`src/rtl/i2cwin_pkg.sv`:
```
package i2cwin_pkg;

  // Position of the current byte within a telegram
  typedef enum logic [2:0] {
    PH_IDLE,   // no telegram open
    PH_DEV,    // expecting device address
    PH_SUB,    // expecting subaddress
    PH_AHI,    // expecting address high byte
    PH_ALO,    // expecting address low byte
    PH_WR,     // data bytes go to memory
    PH_RD,     // host reads from memory
    PH_SKIP    // telegram refused, ignore until next event
  } phase_t;

endpackage

```
`src/rtl/i2cwin_ctrl.sv`:
```
module i2cwin_ctrl
  import i2cwin_pkg::*;
#(
  parameter logic [7:0] DEV_WR  = 8'h22,
  parameter logic [7:0] SUB_WA  = 8'h78,
  parameter logic [7:0] SUB_WB  = 8'h79,
  parameter logic [7:0] SUB_DAT = 8'h7C
) (
  input  logic       clk,
  input  logic       rst_n,
  input  logic       evt_start,
  input  logic       evt_stop,
  input  logic       byte_valid,
  input  logic [7:0] byte_data,
  input  logic       rd_req,
  output logic       ack_valid,
  output logic       ack_ok,
  output logic       ld_hi,
  output logic       ld_lo,
  output logic       reload,
  output logic       wr_go,
  output logic       rd_go
);

  localparam logic [7:0] DEV_RD = DEV_WR | 8'h01;

  phase_t phase_q, phase_d;
  logic   ack_ok_d;
  logic   bus_evt, byte_go, req_go;

  assign bus_evt = evt_start | evt_stop;
  assign byte_go = byte_valid & ~bus_evt;
  assign req_go  = rd_req & ~bus_evt;

  // Next-state and control decode
  always_comb begin
    phase_d  = phase_q;
    ack_ok_d = 1'b0;
    ld_hi    = 1'b0;
    ld_lo    = 1'b0;
    reload   = 1'b0;
    wr_go    = 1'b0;
    rd_go    = 1'b0;
    if (evt_start) begin
      phase_d = PH_DEV;
    end else if (evt_stop) begin
      phase_d = PH_IDLE;
    end else if (byte_go) begin
      unique case (phase_q)
        PH_DEV: begin
          if (byte_data == DEV_WR) begin
            ack_ok_d = 1'b1;
            reload   = 1'b1;
            phase_d  = PH_SUB;
          end else if (byte_data == DEV_RD) begin
            ack_ok_d = 1'b1;
            reload   = 1'b1;
            phase_d  = PH_RD;
          end else begin
            phase_d  = PH_SKIP;
          end
        end
        PH_SUB: begin
          if (byte_data == SUB_WA || byte_data == SUB_WB) begin
            ack_ok_d = 1'b1;
            phase_d  = PH_AHI;
          end else if (byte_data == SUB_DAT) begin
            ack_ok_d = 1'b1;
            phase_d  = PH_WR;
          end else begin
            phase_d  = PH_SKIP;
          end
        end
        PH_AHI: begin
          ack_ok_d = 1'b1;
          ld_hi    = 1'b1;
          phase_d  = PH_ALO;
        end
        PH_ALO: begin
          ack_ok_d = 1'b1;
          ld_lo    = 1'b1;
          phase_d  = PH_WR;
        end
        PH_WR: begin
          ack_ok_d = 1'b1;
          wr_go    = 1'b1;
        end
        default: ack_ok_d = 1'b0;
      endcase
    end else if (req_go && phase_q == PH_RD) begin
      rd_go = 1'b1;
    end
  end

  // State registers
  always_ff @(posedge clk or negedge rst_n) begin
    if (!rst_n) begin
      phase_q   <= PH_IDLE;
      ack_valid <= 1'b0;
      ack_ok    <= 1'b0;
    end else begin
      phase_q   <= phase_d;
      ack_valid <= byte_go;
      ack_ok    <= ack_ok_d;
    end
  end

  // a bus event cancels any byte or request in the same cycle
  assert_event_blocks_R8: assert property (@(posedge clk) disable iff (!rst_n)
    bus_evt |-> !wr_go && !rd_go && !ld_hi && !ld_lo);

  // memory reads are only started in the read phase
  assert_read_phase_R9: assert property (@(posedge clk) disable iff (!rst_n)
    rd_go |-> phase_q == PH_RD);

endmodule

```
`src/rtl/i2cwin_ptr.sv`:
```
module i2cwin_ptr #(
  parameter int ADDR_W = 16
) (
  input  logic              clk,
  input  logic              rst_n,
  input  logic [7:0]        byte_data,
  input  logic              ld_hi,
  input  logic              ld_lo,
  input  logic              reload,
  input  logic              step,
  output logic [ADDR_W-1:0] cur_addr
);

  localparam int HI_W = ADDR_W - 8;

  logic [HI_W-1:0]   hi_q;
  logic [ADDR_W-1:0] latch_q, latch_d, cur_d;
  logic              latch_en, cur_en;

  always_comb begin
    latch_d  = {hi_q, byte_data};
    latch_en = ld_lo;
    cur_en   = ld_lo | reload | step;
    if (ld_lo)       cur_d = latch_d;
    else if (reload) cur_d = latch_q;
    else             cur_d = cur_addr + 1'b1;
  end

  always_ff @(posedge clk or negedge rst_n) begin
    if (!rst_n) begin
      hi_q     <= '0;
      latch_q  <= '0;
      cur_addr <= '0;
    end else begin
      if (ld_hi)    hi_q     <= byte_data[HI_W-1:0];
      if (latch_en) latch_q  <= latch_d;
      if (cur_en)   cur_addr <= cur_d;
    end
  end

  // a new telegram resumes from the latched address
  assert_reload_latch_R5: assert property (@(posedge clk) disable iff (!rst_n)
    reload && !ld_lo |=> cur_addr == $past(latch_q));

endmodule

```
`src/rtl/i2cwin_port.sv`:
```
module i2cwin_port #(
  parameter int ADDR_W = 16
) (
  input  logic              clk,
  input  logic              rst_n,
  input  logic              wr_go,
  input  logic              rd_go,
  input  logic [ADDR_W-1:0] cur_addr,
  input  logic [7:0]        byte_data,
  input  logic [7:0]        mem_rdata,
  output logic [ADDR_W-1:0] mem_addr,
  output logic              mem_we,
  output logic [7:0]        mem_wdata,
  output logic              mem_re,
  output logic              tx_valid,
  output logic [7:0]        tx_data
);

  logic re_q;
  logic addr_en;

  assign addr_en = wr_go | rd_go;

  always_ff @(posedge clk or negedge rst_n) begin
    if (!rst_n) begin
      mem_we    <= 1'b0;
      mem_re    <= 1'b0;
      mem_addr  <= '0;
      mem_wdata <= '0;
      re_q      <= 1'b0;
      tx_valid  <= 1'b0;
      tx_data   <= '0;
    end else begin
      mem_we   <= wr_go;
      mem_re   <= rd_go;
      re_q     <= mem_re;
      tx_valid <= re_q;
      if (addr_en) mem_addr  <= cur_addr;
      if (wr_go)   mem_wdata <= byte_data;
      if (re_q)    tx_data   <= mem_rdata;
    end
  end

  // each read strobe yields one transmit byte two cycles later
  assert_tx_after_re_R6: assert property (@(posedge clk) disable iff (!rst_n)
    mem_re |=> ##1 tx_valid);

  // the port never writes and reads in the same cycle
  assert_we_re_excl_R4: assert property (@(posedge clk) disable iff (!rst_n)
    !(mem_we && mem_re));

endmodule

```
`src/rtl/i2cwin_top.sv`:
```
module i2cwin_top #(
  parameter int         ADDR_W  = 16,
  parameter logic [7:0] DEV_WR  = 8'h22,
  parameter logic [7:0] SUB_WA  = 8'h78,
  parameter logic [7:0] SUB_WB  = 8'h79,
  parameter logic [7:0] SUB_DAT = 8'h7C
) (
  input  logic              clk,
  input  logic              rst_n,
  input  logic              evt_start,
  input  logic              evt_stop,
  input  logic              byte_valid,
  input  logic [7:0]        byte_data,
  input  logic              rd_req,
  output logic              ack_valid,
  output logic              ack_ok,
  output logic              tx_valid,
  output logic [7:0]        tx_data,
  output logic [ADDR_W-1:0] mem_addr,
  output logic              mem_we,
  output logic [7:0]        mem_wdata,
  output logic              mem_re,
  input  logic [7:0]        mem_rdata
);

  // Reset asserts asynchronously and releases on a clock edge
  logic [1:0] rst_sync_q;
  logic       rst_n_i;

  always_ff @(posedge clk or negedge rst_n) begin
    if (!rst_n) rst_sync_q <= 2'b00;
    else        rst_sync_q <= {rst_sync_q[0], 1'b1};
  end
  assign rst_n_i = rst_sync_q[1];

  logic ld_hi, ld_lo, reload, wr_go, rd_go, step;
  logic [ADDR_W-1:0] cur_addr;

  assign step = wr_go | rd_go;

  i2cwin_ctrl #(
    .DEV_WR (DEV_WR),
    .SUB_WA (SUB_WA),
    .SUB_WB (SUB_WB),
    .SUB_DAT(SUB_DAT)
  ) i_ctrl (
    .clk       (clk),
    .rst_n     (rst_n_i),
    .evt_start (evt_start),
    .evt_stop  (evt_stop),
    .byte_valid(byte_valid),
    .byte_data (byte_data),
    .rd_req    (rd_req),
    .ack_valid (ack_valid),
    .ack_ok    (ack_ok),
    .ld_hi     (ld_hi),
    .ld_lo     (ld_lo),
    .reload    (reload),
    .wr_go     (wr_go),
    .rd_go     (rd_go)
  );

  i2cwin_ptr #(.ADDR_W(ADDR_W)) i_ptr (
    .clk      (clk),
    .rst_n    (rst_n_i),
    .byte_data(byte_data),
    .ld_hi    (ld_hi),
    .ld_lo    (ld_lo),
    .reload   (reload),
    .step     (step),
    .cur_addr (cur_addr)
  );

  i2cwin_port #(.ADDR_W(ADDR_W)) i_port (
    .clk      (clk),
    .rst_n    (rst_n_i),
    .wr_go    (wr_go),
    .rd_go    (rd_go),
    .cur_addr (cur_addr),
    .byte_data(byte_data),
    .mem_rdata(mem_rdata),
    .mem_addr (mem_addr),
    .mem_we   (mem_we),
    .mem_wdata(mem_wdata),
    .mem_re   (mem_re),
    .tx_valid (tx_valid),
    .tx_data  (tx_data)
  );

  // one acknowledge decision per accepted byte, in the next cycle
  assert_ack_follows_byte_R10: assert property (@(posedge clk) disable iff (!rst_n_i)
    byte_valid && !evt_start && !evt_stop |=> ack_valid);

  assert_no_stray_ack_R10: assert property (@(posedge clk) disable iff (!rst_n_i)
    !(byte_valid && !evt_start && !evt_stop) |=> !ack_valid);

  // every memory write belongs to an acknowledged byte
  assert_we_acked_R4: assert property (@(posedge clk) disable iff (!rst_n_i)
    mem_we |-> ack_valid && ack_ok);

  // a bus event leaves no strobe behind
  assert_evt_quiet_R8: assert property (@(posedge clk) disable iff (!rst_n_i)
    evt_start || evt_stop |=> !mem_we && !mem_re && !ack_valid);

endmodule

```
`config.mk`:
```
export PLATFORM = sky130hd
export DESIGN_NAME = i2cwin_top
export DESIGN_NICKNAME = d
export VERILOG_FILES = /design/src/rtl/i2cwin_pkg.sv /design/src/rtl/i2cwin_ctrl.sv /design/src/rtl/i2cwin_ptr.sv /design/src/rtl/i2cwin_port.sv /design/src/rtl/i2cwin_top.sv
export SDC_FILE = /design/constraint.sdc
export NUM_CORES = 1
export LEC_CHECK = 0
export ABC_AREA = 1
export BUFFER_PORTS_ARGS = -buffer_cell sky130_fd_sc_hd__buf_4
export CAP_MARGIN = 0
export CORE_UTILIZATION = 35
export CTS_CLUSTER_DIAMETER = 60
export DETAILED_ROUTE_END_ITERATION = 16
export PLACE_DENSITY = 0.5
export SLEW_MARGIN = 25
export SYNTH_ARGS = -nofsm -noshare
export SYNTH_HDL_FRONTEND = slang
export SYNTH_HIERARCHICAL = 1
export SYNTH_SLANG_ARGS = --single-unit
```
`constraint.sdc`:
```
create_clock -name clk -period 2.8 [get_ports clk]
set_input_delay 0.28 -clock clk [delete_from_list [all_inputs] [get_ports clk]]
set_output_delay 0.28 -clock clk [all_outputs]
set_load 0.05 [all_outputs]
```
==> summary.txt, run 1 <==
Floorplanning
  • Starting density of the core: 0.363
  • Total core area: 0.0109 mm^2
  • Die extent in x: 108 um
  • Die extent in y: 108 um
  • Die ar.: 0.0118 mm^2
  • Total I/O pin count: 59
  • Num rows: 38

Clock network
  • Number of buffers on the longest clock path: 2
  • Clock-pin slew of the registers on the worst-case setup and hold paths: 0.06 ns
  • Number of buffers added for setup after CTS: 0
  • Num CTS Buffers: 9
  • H-Tree Level Count: 3
  • TritonCTS clock tree: built
  • Skew-Pair Late Insertion Delay: 0.34 ns
  • Root Buffer Master: sky130_fd_sc_hd__clkbuf_16
  • Sinks on Clock Net: 83

Global route
  • Maximum number of pins on one net before global-route repair: 46
  • Most used routing layer in global routing: met1
  • Total grt overflow: 0
  • Initial antenna violation count: 0
  • Aggregate global-route resource usage: 0.177
  • Met3 capacity usage during global routing: 0.0356
  • Via count of the first global-routing pass: 3,011
  • Global routing met2 resource utilization: 0.262
  • Met1 GRT Util: 0.262
  • First-pass GRT wire length: 15,900 um

Min path
  • Hold Path Cell Cnt: 3
  • Worst hold endpoint: i_port/tx_data[6]$_DFFE_PN0P_
  • Path class of the lowest-slack min-delay path: in2reg
  • Hold Path Origin: mem_rdata[6]

Power
  • Maximum resistive drop on vdd: 0.385 mV
  • Static leakage: 0.00241 uW
  • Power density over cell area: 841 mW/mm^2

Timing
  • Final Critical Period: 2.10 ns
  • Number of max-slew violations in the final report: 0
  • RSZ-0062 raised after global routing: no
  • Transition time at the pin with the least slew margin: 0.615 ns
  • Layout Skew: 0.00735 ns
  • Setup TNS: 0 ns
  • Count of final setup violators: 0
  • Final hold vios: 0
  • Max Freq: 476 MHz
  • Relative slew margins: 0.590
  • Final clock period utilization by the worst path: 0.751

Synth
  • Netlist Area Pre-Place: 0.00397 mm^2
  • Leading cell types by count after synthesis: sky130_fd_sc_hd__nand2_1, sky130_fd_sc_hd__dfrtp_1, sky130_fd_sc_hd__o21ai_0
  • Number of distinct library cells after synthesis: 35
  • Synth Warn #: 6
  • Cell taking the most area after synthesis: sky130_fd_sc_hd__dfrtp_1
  • Mapped Nets: 509
  • Leading cell type by number of instances after synthesis: sky130_fd_sc_hd__nand2_1
  • Fraction of synthesized cell area taken by the top area cell type: 0.523
  • Predominant post-synthesis flop cell: sky130_fd_sc_hd__dfrtp_1
  • Share of synthesized area occupied by flip-flops and latches: 0.523
  • Ranking of synthesized cells by area: sky130_fd_sc_hd__dfrtp_1, sky130_fd_sc_hd__nand2_1, sky130_fd_sc_hd__o21ai_0
  • Synth async-reset ratio: 1.00
  • Instance count of the mapped netlist: 486
  • Average footprint of a synthesized cell: 8.17 um^2
  • Number of synthesized register bits: 83
  • Count of flip-flops with a built-in enable after synthesis: 0

Setup path
  • Worst reg-to-reg path cell count: 9
  • Endpoint required time on the critical path: 3.04 ns
  • Origin of the critical flop-to-flop path: i_ctrl/phase_q[1]$_DFFE_PN0P_
  • CP Max Fanout: 22
  • End of the worst register-to-register path: i_ptr/cur_addr[0]$_DFFE_PN0P_
  • Critical Path Start Type: flip-flop
  • Startpoint of the most critical setup path: i_ctrl/phase_q[1]$_DFFE_PN0P_
  • Worst setup slack for register-to-register paths: 0.70 ns
  • Critical path type: reg2reg
  • Kind of end point of the critical path: flip-flop
  • Arrival @ worst endpoint: 2.34 ns

Detailed routing
  • Antenna viol nets, final: 0
  • Number of optimization iterations in the first detailed-route pass: 5
  • Post-detailed-route via-to-cell ratio: 4.81
  • Overall routed net length: 9780 um
  • Wire length per cell after detailed routing: 14.2 um
  • Iteration-0 DRC count of the detailed router: 142
  • Overall via count from detail_route: 3,308
  • DRC violation count after routing: 0

Placement
  • Final GP Congestion: 0.868
  • Post-placement cell area: 0.00454 mm^2
  • Count of input and output buffers: 58
  • Post-detailed-placement half-perimeter wirelength: 6960 um

Finish
  • Number of diodes: 0
  • Share of post-route cells with drive strength above 1: 0.201
  • Post-route standard cell area excluding fillers: 0.00483 mm^2
  • Number of nets at the end of the flow: 566
  • Filler Cells Inserted: 1,126
  • Layout Utilization: 0.442
  • Growth of design area from synthesis to finish: 21.8%

Status
  • Outcome: complete, no violations

Flow run
  • Maximum Capacitance Violations: 0
==> worst max-delay path, cell delays in order, from the launching register on <==
cell and delay (ns):
sky130_fd_sc_hd__dfrtp_1 0.48, sky130_fd_sc_hd__nor3_1 0.21, sky130_fd_sc_hd__nand3b_1 0.12, sky130_fd_sc_hd__nor2_1 0.22, sky130_fd_sc_hd__inv_4 0.14, sky130_fd_sc_hd__nand2_4 0.12
sky130_fd_sc_hd__nor2_4 0.08, sky130_fd_sc_hd__inv_2 0.30, sky130_fd_sc_hd__o21ai_0 0.16, sky130_fd_sc_hd__o221ai_1 0.17
==> layout by cell type (no fill, tap or decap), types with 6 or more instances in the layout <==
| cell type | n |
|---|---|
| sky130_fd_sc_hd__clkbuf_16 | 9 |
| sky130_fd_sc_hd__inv_1 | 49 |
| sky130_fd_sc_hd__nor2_1 | 30 |
| sky130_fd_sc_hd__buf_4 | 63 |
| sky130_fd_sc_hd__nand4_1 | 8 |
| sky130_fd_sc_hd__nor2_2 | 8 |
| sky130_fd_sc_hd__nand2_1 | 133 |
| sky130_fd_sc_hd__a21oi_1 | 28 |
| sky130_fd_sc_hd__mux2_2 | 6 |
| sky130_fd_sc_hd__dfrtp_1 | 82 |
| sky130_fd_sc_hd__nand3_1 | 22 |
| sky130_fd_sc_hd__o21ai_0 | 57 |
==> cell families after synthesis <==
logic type,count (synthesis),synth area share
other cells,1,0.000945
simple gates,219,0.239
fa+ha+maj,1,0.00315
flops,83,0.523
xor+xnor,3,0.00662
mux,6,0.0170
compound gates,99,0.129
buf+inv,74,0.0810
==> layout make-up <==
type / instances / area (um^2) / area share
flip-flops and latches: 83 / 2080 / 0.430
multi-input cells: 329 / 1580 / 0.328
repair buffers: 65 / 503 / 0.104
clock buffers: 9 / 225 / 0.0466
inverters: 55 / 209 / 0.0432
well taps: 140 / 175 / 0.0362
clock inverters: 7 / 56.3 / 0.0116
==> metrics by stage <==
| step | total power, uW | std cells | setup slack (ns) | hold WS, ns |
|---|---|---|---|---|
| final | 4060 | 688 | 0.699 | 0.146 |
| after global routing | 4300 | 688 | 0.523 | 0.143 |
| after CTS | 4100 | 688 | 0.719 | 0.139 |
| after detailed placement | 2950 | 671 | 0.593 | 0.0638 |
| after global placement | 2940 | 670 | 0.659 | 0.0644 |
| after floorplan | 2540 | 486 | 0.317 | -0.0156 |
==> power by group <==
group | internal (uW) | switching, uW | leakage, uW
Sequential | 1470 | 270 | 0.000991
Clock | 614 | 516 | 0.000137
Combinational | 400 | 790 | 0.00128
==> sequential cells by signal, indices dropped and copies added, names as in the netlist <==
| name | cells |
|---|---|
| i_port/tx_data | 8 |
| i_ctrl/ack_ok | 1 |
| i_ptr/hi_q | 8 |
| rst_sync_q | 2 |
| i_port/mem_re | 1 |
| i_ptr/cur_addr | 16 |
| i_ptr/latch_q | 16 |
| i_port/re_q | 1 |
| i_ctrl/phase_q | 3 |
| i_port/mem_addr | 16 |
| i_ctrl/ack_valid | 1 |
| i_port/tx_valid | 1 |
| i_port/mem_wdata | 8 |
| i_port/mem_we | 1 |
==> per-layer routing <==
metal	share of wire	wire, um
met5	0	0
met4	0.0097	95
met3	0.051	500
met2	0.43	4190
met1	0.51	4990
==> worst max path at each step <==
stage | to | slack, ns | cells after the start
2_1_floorplan | i_ctrl/ack_ok$_DFF_PN0_ | 0.32 | 0
3_3_place_gp | i_ptr/cur_addr[1]$_DFFE_PN0P_ | 0.66 | 12
3_5_place_dp | i_ptr/cur_addr[1]$_DFFE_PN0P_ | 0.59 | 12
4_1_cts | i_ptr/cur_addr[1]$_DFFE_PN0P_ | 0.72 | 9
5_1_grt | i_ptr/cur_addr[1]$_DFFE_PN0P_ | 0.52 | 9
6_report | i_ptr/cur_addr[0]$_DFFE_PN0P_ | 0.70 | 9
==> repair_timing <==
| action | CTS | global route |
|---|---|---|
| gates resized for setup | 0 | 0 |
| endpoints found under the hold margin | 2 | 0 |
| hold buffers | 1 | 0 |
(Power assumes the default switching activity.)
==> run 2: changes to the inputs <==
- clock period: 2.8 -> 2.2 ns (I/O delays scaled with it)
==> run 2 against run 1 <==
Effect of this change: non-clock buffer count rose by 2; final area rose by 0.10%; register-to-register slack got worse by 0.47 ns; clock-buffer cell count rose by 2.
==> summary.txt, run 2 (synthesis results as in run 1) <==
Status
  • Outcome: complete, no violations

Setup path
  • Cell with the largest stage delay on the worst path: sky130_fd_sc_hd__dfrtp_1
  • Crit path buf inv count: 2 (unchanged)
  • Kind of end point of the critical path: flip-flop
  • Crit-path cells: nor3_1 > nand3b_1 > nor2_1 > inv_4 > nand2_4 > nor2_4 > inv_2 > o21ai_0 > o211ai_1
  • Critical path type: reg2reg
  • Endpoint required time on the critical path: 2.45 ns (-0.59 ns)
  • Delay-heaviest family, CP: simple AND/OR/NAND/NOR gates
  • CP Max Fanout: 22 (unchanged)
  • Critical Path Start Type: flip-flop
  • Longest individual stage delay on the worst path: 0.47 ns (about the same)
  • Arrival @ worst endpoint: 2.22 ns (-0.12 ns)

Min path
  • Path class of the lowest-slack min-delay path: in2reg

Detailed routing
  • Number of optimization iterations in the first detailed-route pass: 4 (-1)
  • Wire length per cell after detailed routing: 14.3 um (+0.54%)
  • Antenna viol nets, final: 0 (unchanged)
  • Post-detailed-route via-to-cell ratio: 4.90 (+1.9%)
  • Iteration-0 DRC count of the detailed router: 211 (+49%)
  • Overall via count from detail_route: 3,380 (+2.2%)
  • DRC violation count after routing: 0 (unchanged)
  • Overall routed net length: 9860 um (+0.83%)

Global route
  • Initial antenna violation count: 0 (unchanged)
  • Via count of the first global-routing pass: 3,186 (+5.8%)
  • Maximum number of pins on one net before global-route repair: 69 (+50%)
  • Total grt overflow: 0 (unchanged)
  • Aggregate global-route resource usage: 0.184 (+0.00704)
  • First-pass GRT wire length: 16,400 um (+3.3%)

Finish
  • Leading registers by flop count: i_port/mem_addr: 16 flops, i_ptr/cur_addr: 16 flops, i_ptr/latch_q: 16 flops
  • Most common cell after layout, fill and taps aside: sky130_fd_sc_hd__nand2_1
  • Most frequent cells in the layout: sky130_fd_sc_hd__nand2_1, sky130_fd_sc_hd__dfrtp_1, sky130_fd_sc_hd__buf_4, sky130_fd_sc_hd__o21ai_0, sky130_fd_sc_hd__inv_1
  • Filler Cells Inserted: 1,130 (+0.36%)
  • Combined area of the multi-input logic cells: 0.00158 mm^2 (unchanged)
  • Share of post-route cells with drive strength above 1: 0.200 (-0.000730)
  • Number of diodes: 0 (unchanged)
  • Sequential cell area in the final layout: 0.00208 mm^2 (unchanged)
  • Number of nets at the end of the flow: 568 (+0.35%)
  • Growth of design area from synthesis to finish: 21.9%
  • Cell Count, Final, Fillers Out: 690 (+0.29%)

Placement
  • Setup slack after placement: 0.139 ns (-0.454 ns)
  • Final GP Congestion: 0.864 (-0.41%)
  • Count of input and output buffers: 58 (unchanged)
  • Post-detailed-placement half-perimeter wirelength: 7030 um (+1.0%)
  • Post-placement cell count: 673 (+0.30%)

Floorplanning
  • Die ar.: 0.0118 mm^2 (unchanged)
  • Num rows: 38 (unchanged)
  • Die extent in y: 108 um (unchanged)
  • Total core area: 0.0109 mm^2 (unchanged)
  • Die extent in x: 108 um (unchanged)
  • Starting density of the core: 0.363 (unchanged)
  • Total I/O pin count: 59 (unchanged)

Timing
  • Setup TNS: 0 ns (unchanged)
  • Final Critical Period: 1.97 ns (-0.134 ns)
  • Max Freq: 508 MHz (+6.8%)
  • Final setup slack of the worst path: 0.233 ns (-0.466 ns)
  • Worst slack on hold paths: 0.0882 ns (-0.0580 ns)
  • Final clock period utilization by the worst path: 0.894 (+0.144)
  • Number of max-slew violations in the final report: 0 (unchanged)
  • Layout Skew: 0.00392 ns (-0.00343 ns)
  • Final hold vios: 0 (unchanged)
  • Count of final setup violators: 0 (unchanged)
  • RSZ-0062 raised after global routing: no

Clock network
  • Num CTS Buffers: 9 (unchanged)
  • Skew-Pair Late Insertion Delay: 0.33 ns (about the same)
  • Number of buffers on the longest clock path: 2 (unchanged)
  • Count of cells resized by post-cts repair: 0 (unchanged)
  • Sinks on Clock Net: 83 (unchanged)
  • Clock-pin slew of the registers on the worst-case setup and hold paths: 0.06 ns (about the same)
  • TritonCTS clock tree: built
  • Root Buffer Master: sky130_fd_sc_hd__clkbuf_16
  • H-Tree Level Count: 3 (unchanged)

Power
  • Maximum resistive drop on vdd: 0.518 mV (+34%)
  • Power density over cell area: 1050 mW/mm^2 (+25%)
  • Static leakage: 0.00242 uW (+0.10%)

Flow run
  • Maximum Capacitance Violations: 0 (unchanged)
-- run 2: repair_timing --
item / CTS / global route
hold buffers: 1 / 0
hold endpoints to repair: 2 / 0
setup buffers: 0 / 0
-- run 2: worst reg2reg max path: stages, from the launching register on --
cell and delay (ns):
sky130_fd_sc_hd__dfrtp_1 0.47, sky130_fd_sc_hd__nor3_1 0.22, sky130_fd_sc_hd__nand3b_1 0.12, sky130_fd_sc_hd__nor2_1 0.22, sky130_fd_sc_hd__inv_4 0.06, sky130_fd_sc_hd__nand2_4 0.10, sky130_fd_sc_hd__nor2_4 0.08, sky130_fd_sc_hd__inv_2 0.29
sky130_fd_sc_hd__o21ai_0 0.15, sky130_fd_sc_hd__o211ai_1 0.17
-- run 2: area by class of cell --
| cell class | instances | area share |
|---|---|---|
| multi-input combinational | 329 | 0.327 |
| clock inverter | 5 | 0.00802 |
| tap | 140 | 0.0362 |
| clock buffer | 11 | 0.0481 |
| inverter | 55 | 0.0432 |
| timing repair buffer | 67 | 0.107 |
| sequential | 83 | 0.430 |
-- run 2: where the power goes --
part,total (uW),leakage [uW],switching [uW],internal [uW]
clock network,1370,0.000130,602,771
registers,2210,0.000991,335,1880
logic,1510,0.00129,1010,508
total,5100,0.00242,1940,3160
-- run 2: through the flow --
| stage | total power [uW] | cell area, um^2 | utilization |
|---|---|---|---|
| 2_1_floorplan | 3240 | 3970 | - |
| 3_5_place_dp | 3760 | 4560 | 0.417 |
| 4_1_cts | 5180 | 4840 | 0.442 |
| 6_report | 5100 | 4840 | 0.442 |
| 5_1_grt | 5430 | 4840 | 0.442 |
| 3_3_place_gp | 3750 | 4560 | 0.417 |
-- run 2: metal layers --
metal	global-route usage	share of wire	up-vias
met5	0	0	-
met4	0.0531	0.013	0
met3	0.0428	0.055	12
met2	0.275	0.44	95
met1	0.266	0.49	1585
li1	-	-	1688
-- run 2: path summary, 6_finish.rpt --
| check | endpoint | start | slack (ns) | cells past startpoint |
|---|---|---|---|---|
| worst min-delay path | i_port/tx_data[2]$_DFFE_PN0P_ | mem_rdata[2] | 0.09 | 3 |
| worst min register to register | i_port/mem_wdata[4]$_DFFE_PN0P_ | rst_sync_q[1]$_DFF_PN0_ | 0.18 | 0 |
| max in group asynchronous | i_port/mem_addr[15]$_DFFE_PN0P_ | rst_sync_q[1]$_DFF_PN0_ | 1.38 | 1 |
| worst max-delay path | i_ptr/cur_addr[1]$_DFFE_PN0P_ | i_ctrl/phase_q[1]$_DFFE_PN0P_ | 0.23 | 9 |
| worst max register to register | i_ptr/cur_addr[1]$_DFFE_PN0P_ | i_ctrl/phase_q[1]$_DFFE_PN0P_ | 0.23 | 9 |
| min in group asynchronous | i_port/mem_wdata[4]$_DFFE_PN0P_ | rst_sync_q[1]$_DFF_PN0_ | 0.18 | 0 |
==> run 3: changes to the inputs <==
- clock period: 2.2 -> 1.9 ns (I/O delays scaled with it)
==> run 3 against run 2 <==
Effect of this change: sequential share of layout area down 1.5 points; core utilization up 1.7 points; via count down 0.18%; non-clock buffer count up 9; global-route usage about the same; combinational power up 19%; largest cell class unchanged; largest power group unchanged.
==> summary.txt, run 3 (synthesis results as in run 1) <==
Setup path
  • Cell with the largest stage delay on the worst path: sky130_fd_sc_hd__dfrtp_1
  • Kind of end point of the critical path: flip-flop
  • Critical path type: reg2reg
  • Endpoint required time on the critical path: 2.12 ns (-0.33 ns)
  • Arrival @ worst endpoint: 1.96 ns (-0.26 ns)
  • CP Max Fanout: 10 (-55%)
  • Longest individual stage delay on the worst path: 0.44 ns (-0.03 ns)
  • Crit-path cells: buf_4 > nor2_1 > nand2_2 > nor2_4 > inv_2 > nand2_4 > nor2_4 > buf_4 > a21oi_1 > a21oi_1
  • Critical Path Start Type: flip-flop
  • Delay-heaviest family, CP: simple AND/OR/NAND/NOR gates
  • Crit path buf inv count: 3 (+1)

Detailed routing
  • Overall via count from detail_route: 3,374 (-0.18%)
  • Number of optimization iterations in the first detailed-route pass: 4 (unchanged)
  • Post-detailed-route via-to-cell ratio: 4.83 (-1.5%)
  • DRC violation count after routing: 0 (unchanged)
  • Wire length per cell after detailed routing: 14.0 um (-2.3%)
  • Overall routed net length: 9760 um (-0.99%)
  • Met3 Routed Length: 475 um (-12%)
  • Routed length on met2: 4190 um (-3.1%)
  • Iteration-0 DRC count of the detailed router: 176 (-17%)
  • Antenna viol nets, final: 0 (unchanged)
  • Top routing layer used: met4
  • Wire length the detailed router placed on met1: 4960 um (+1.7%)

Clock network
  • Skew-Pair Late Insertion Delay: 0.34 ns (about the same)
  • Num CTS Buffers: 9 (unchanged)
  • Number of buffers on the longest clock path: 2 (unchanged)
  • Sinks on Clock Net: 83 (unchanged)
  • Clock-pin slew of the registers on the worst-case setup and hold paths: 0.07 ns (about the same)
  • TritonCTS clock tree: built
  • Root Buffer Master: sky130_fd_sc_hd__clkbuf_16
  • H-Tree Level Count: 3 (unchanged)

Min path
  • Path class of the lowest-slack min-delay path: in2reg

Finish
  • Number of diodes: 0 (unchanged)
  • Layout Utilization: 0.459 (+0.0167)
  • Share of post-route cells with drive strength above 1: 0.222 (+0.0218)
  • Growth of design area from synthesis to finish: 26.5%
  • Combined area of the multi-input logic cells: 0.00161 mm^2 (+1.5%)
  • Leading registers by flop count: i_port/mem_addr: 16 flops, i_ptr/cur_addr: 16 flops, i_ptr/latch_q: 16 flops
  • Number of nets at the end of the flow: 577 (+1.6%)
  • Filler Cells Inserted: 1,082 (-4.2%)
  • Sequential cell area in the final layout: 0.00208 mm^2 (about the same)
  • Most common cell after layout, fill and taps aside: sky130_fd_sc_hd__nand2_1
  • Most frequent cells in the layout: sky130_fd_sc_hd__nand2_1, sky130_fd_sc_hd__dfrtp_1, sky130_fd_sc_hd__buf_4, sky130_fd_sc_hd__o21ai_0, sky130_fd_sc_hd__inv_1

Global route
  • Total grt overflow: 0 (unchanged)
  • Initial antenna violation count: 0 (unchanged)
  • First-pass GRT wire length: 16,600 um (+0.92%)
  • Aggregate global-route resource usage: 0.185 (about the same)
  • Maximum number of pins on one net before global-route repair: 39 (-43%)
  • Via count of the first global-routing pass: 3,302 (+3.6%)

Timing
  • RSZ-0062 raised after global routing: no
  • Count of final setup violators: 0 (unchanged)
  • Number of max-slew violations in the final report: 0 (unchanged)
  • Final Critical Period: 1.74 ns (-0.232 ns)
  • Final clock period utilization by the worst path: 0.913 (+0.0190)
  • Setup TNS: 0 ns (unchanged)
  • Final hold vios: 0 (unchanged)
  • Layout Skew: 0.00914 ns (+0.00522 ns)
  • Max Freq: 576 MHz (+13%)

Placement
  • Final GP Congestion: 0.832 (-3.7%)
  • Count of input and output buffers: 58 (unchanged)
  • Post-detailed-placement half-perimeter wirelength: 7090 um (+0.78%)

Power
  • Static leakage: 0.00250 uW (+3.5%)
  • Maximum resistive drop on vdd: 0.613 mV (+18%)
  • Final Power: 6260 uW (+23%)
  • Power density over cell area: 1250 mW/mm^2 (+18%)

Floorplanning
  • Die ar.: 0.0118 mm^2 (unchanged)
  • Die extent in y: 108 um (unchanged)
  • Die extent in x: 108 um (unchanged)
  • Total I/O pin count: 59 (unchanged)
  • Starting density of the core: 0.363 (unchanged)
  • Num rows: 38 (unchanged)
  • Total core area: 0.0109 mm^2 (unchanged)

Flow run
  • Maximum Capacitance Violations: 0 (unchanged)

Status
  • Outcome: complete, no violations
run 3: final timing paths:
| path | startpoint | endpoint | slack, ns | cells past startpoint |
|---|---|---|---|---|
| worst max-delay path | i_ctrl/phase_q[1]$_DFFE_PN0P_ | i_ptr/cur_addr[13]$_DFFE_PN0P_ | 0.16 | 10 |
| worst min-delay path | mem_rdata[4] | i_port/tx_data[4]$_DFFE_PN0P_ | 0.07 | 3 |
| worst max register to register | i_ctrl/phase_q[1]$_DFFE_PN0P_ | i_ptr/cur_addr[13]$_DFFE_PN0P_ | 0.16 | 10 |
| worst min register to register | rst_sync_q[1]$_DFF_PN0_ | i_port/tx_data[6]$_DFFE_PN0P_ | 0.28 | 0 |
| max in group asynchronous | rst_sync_q[1]$_DFF_PN0_ | i_ctrl/phase_q[2]$_DFFE_PN0P_ | 1.06 | 1 |
| min in group asynchronous | rst_n | rst_sync_q[0]$_DFF_PN0_ | 0.17 | 2 |
run 3: report_power, final:
part	switching (uW)	internal (uW)	total [uW]	leakage, uW
sequential	369	2170	2540	0.000990
combinational	1190	601	1790	0.00135
clock	753	1180	1930	0.000164
total	2310	3950	6260	0.00250
run 3: layer usage:
| layer | global-route usage | vias to the layer above |
|---|---|---|
| met5 | 0 | - |
| met4 | 0.0618 | 0 |
| met3 | 0.0422 | 11 |
| met2 | 0.273 | 74 |
| met1 | 0.265 | 1580 |
| li1 | - | 1709 |
run 3: layout make-up:
| cell class | count | share of cell area |
|---|---|---|
| Timing Repair Buffer | 76 | 0.122 |
| Sequential cell | 83 | 0.415 |
| Clock buffer | 9 | 0.0449 |
| Tap cell | 140 | 0.0349 |
| Clock inverter | 7 | 0.0209 |
| Multi-Input combinational cell | 329 | 0.320 |
| Inverter | 55 | 0.0421 |
run 3: what timing repair did:
item | CTS | global route
endpoints found under the setup margin | 0 | 15
setup buffers | 0 | 0
hold buffers | 1 | 0
gates resized for setup | 0 | 7
hold endpoints to repair | 2 | 0
run 3: worst min-delay path: cells and delay by family:
kind | cells | cell delay, ns
simple gates | 1 | 0.04
buf+inv | 1 | 0.08
compound gates | 1 | 0.06
run 3: through the flow:
step / setup slack [ns] / instance area [um^2] / cells / hold slack, ns
CTS: 0.0672 / 5000 / 699 / 0.0538
detailed placement: 0.0545 / 4660 / 682 / -0.0257
finish: 0.165 / 5020 / 699 / 0.0682
floorplan: 0.0951 / 3980 / 486 / -0.106
global route: 0.00407 / 5020 / 699 / 0.0739
global placement: 0.110 / 4660 / 682 / -0.0278
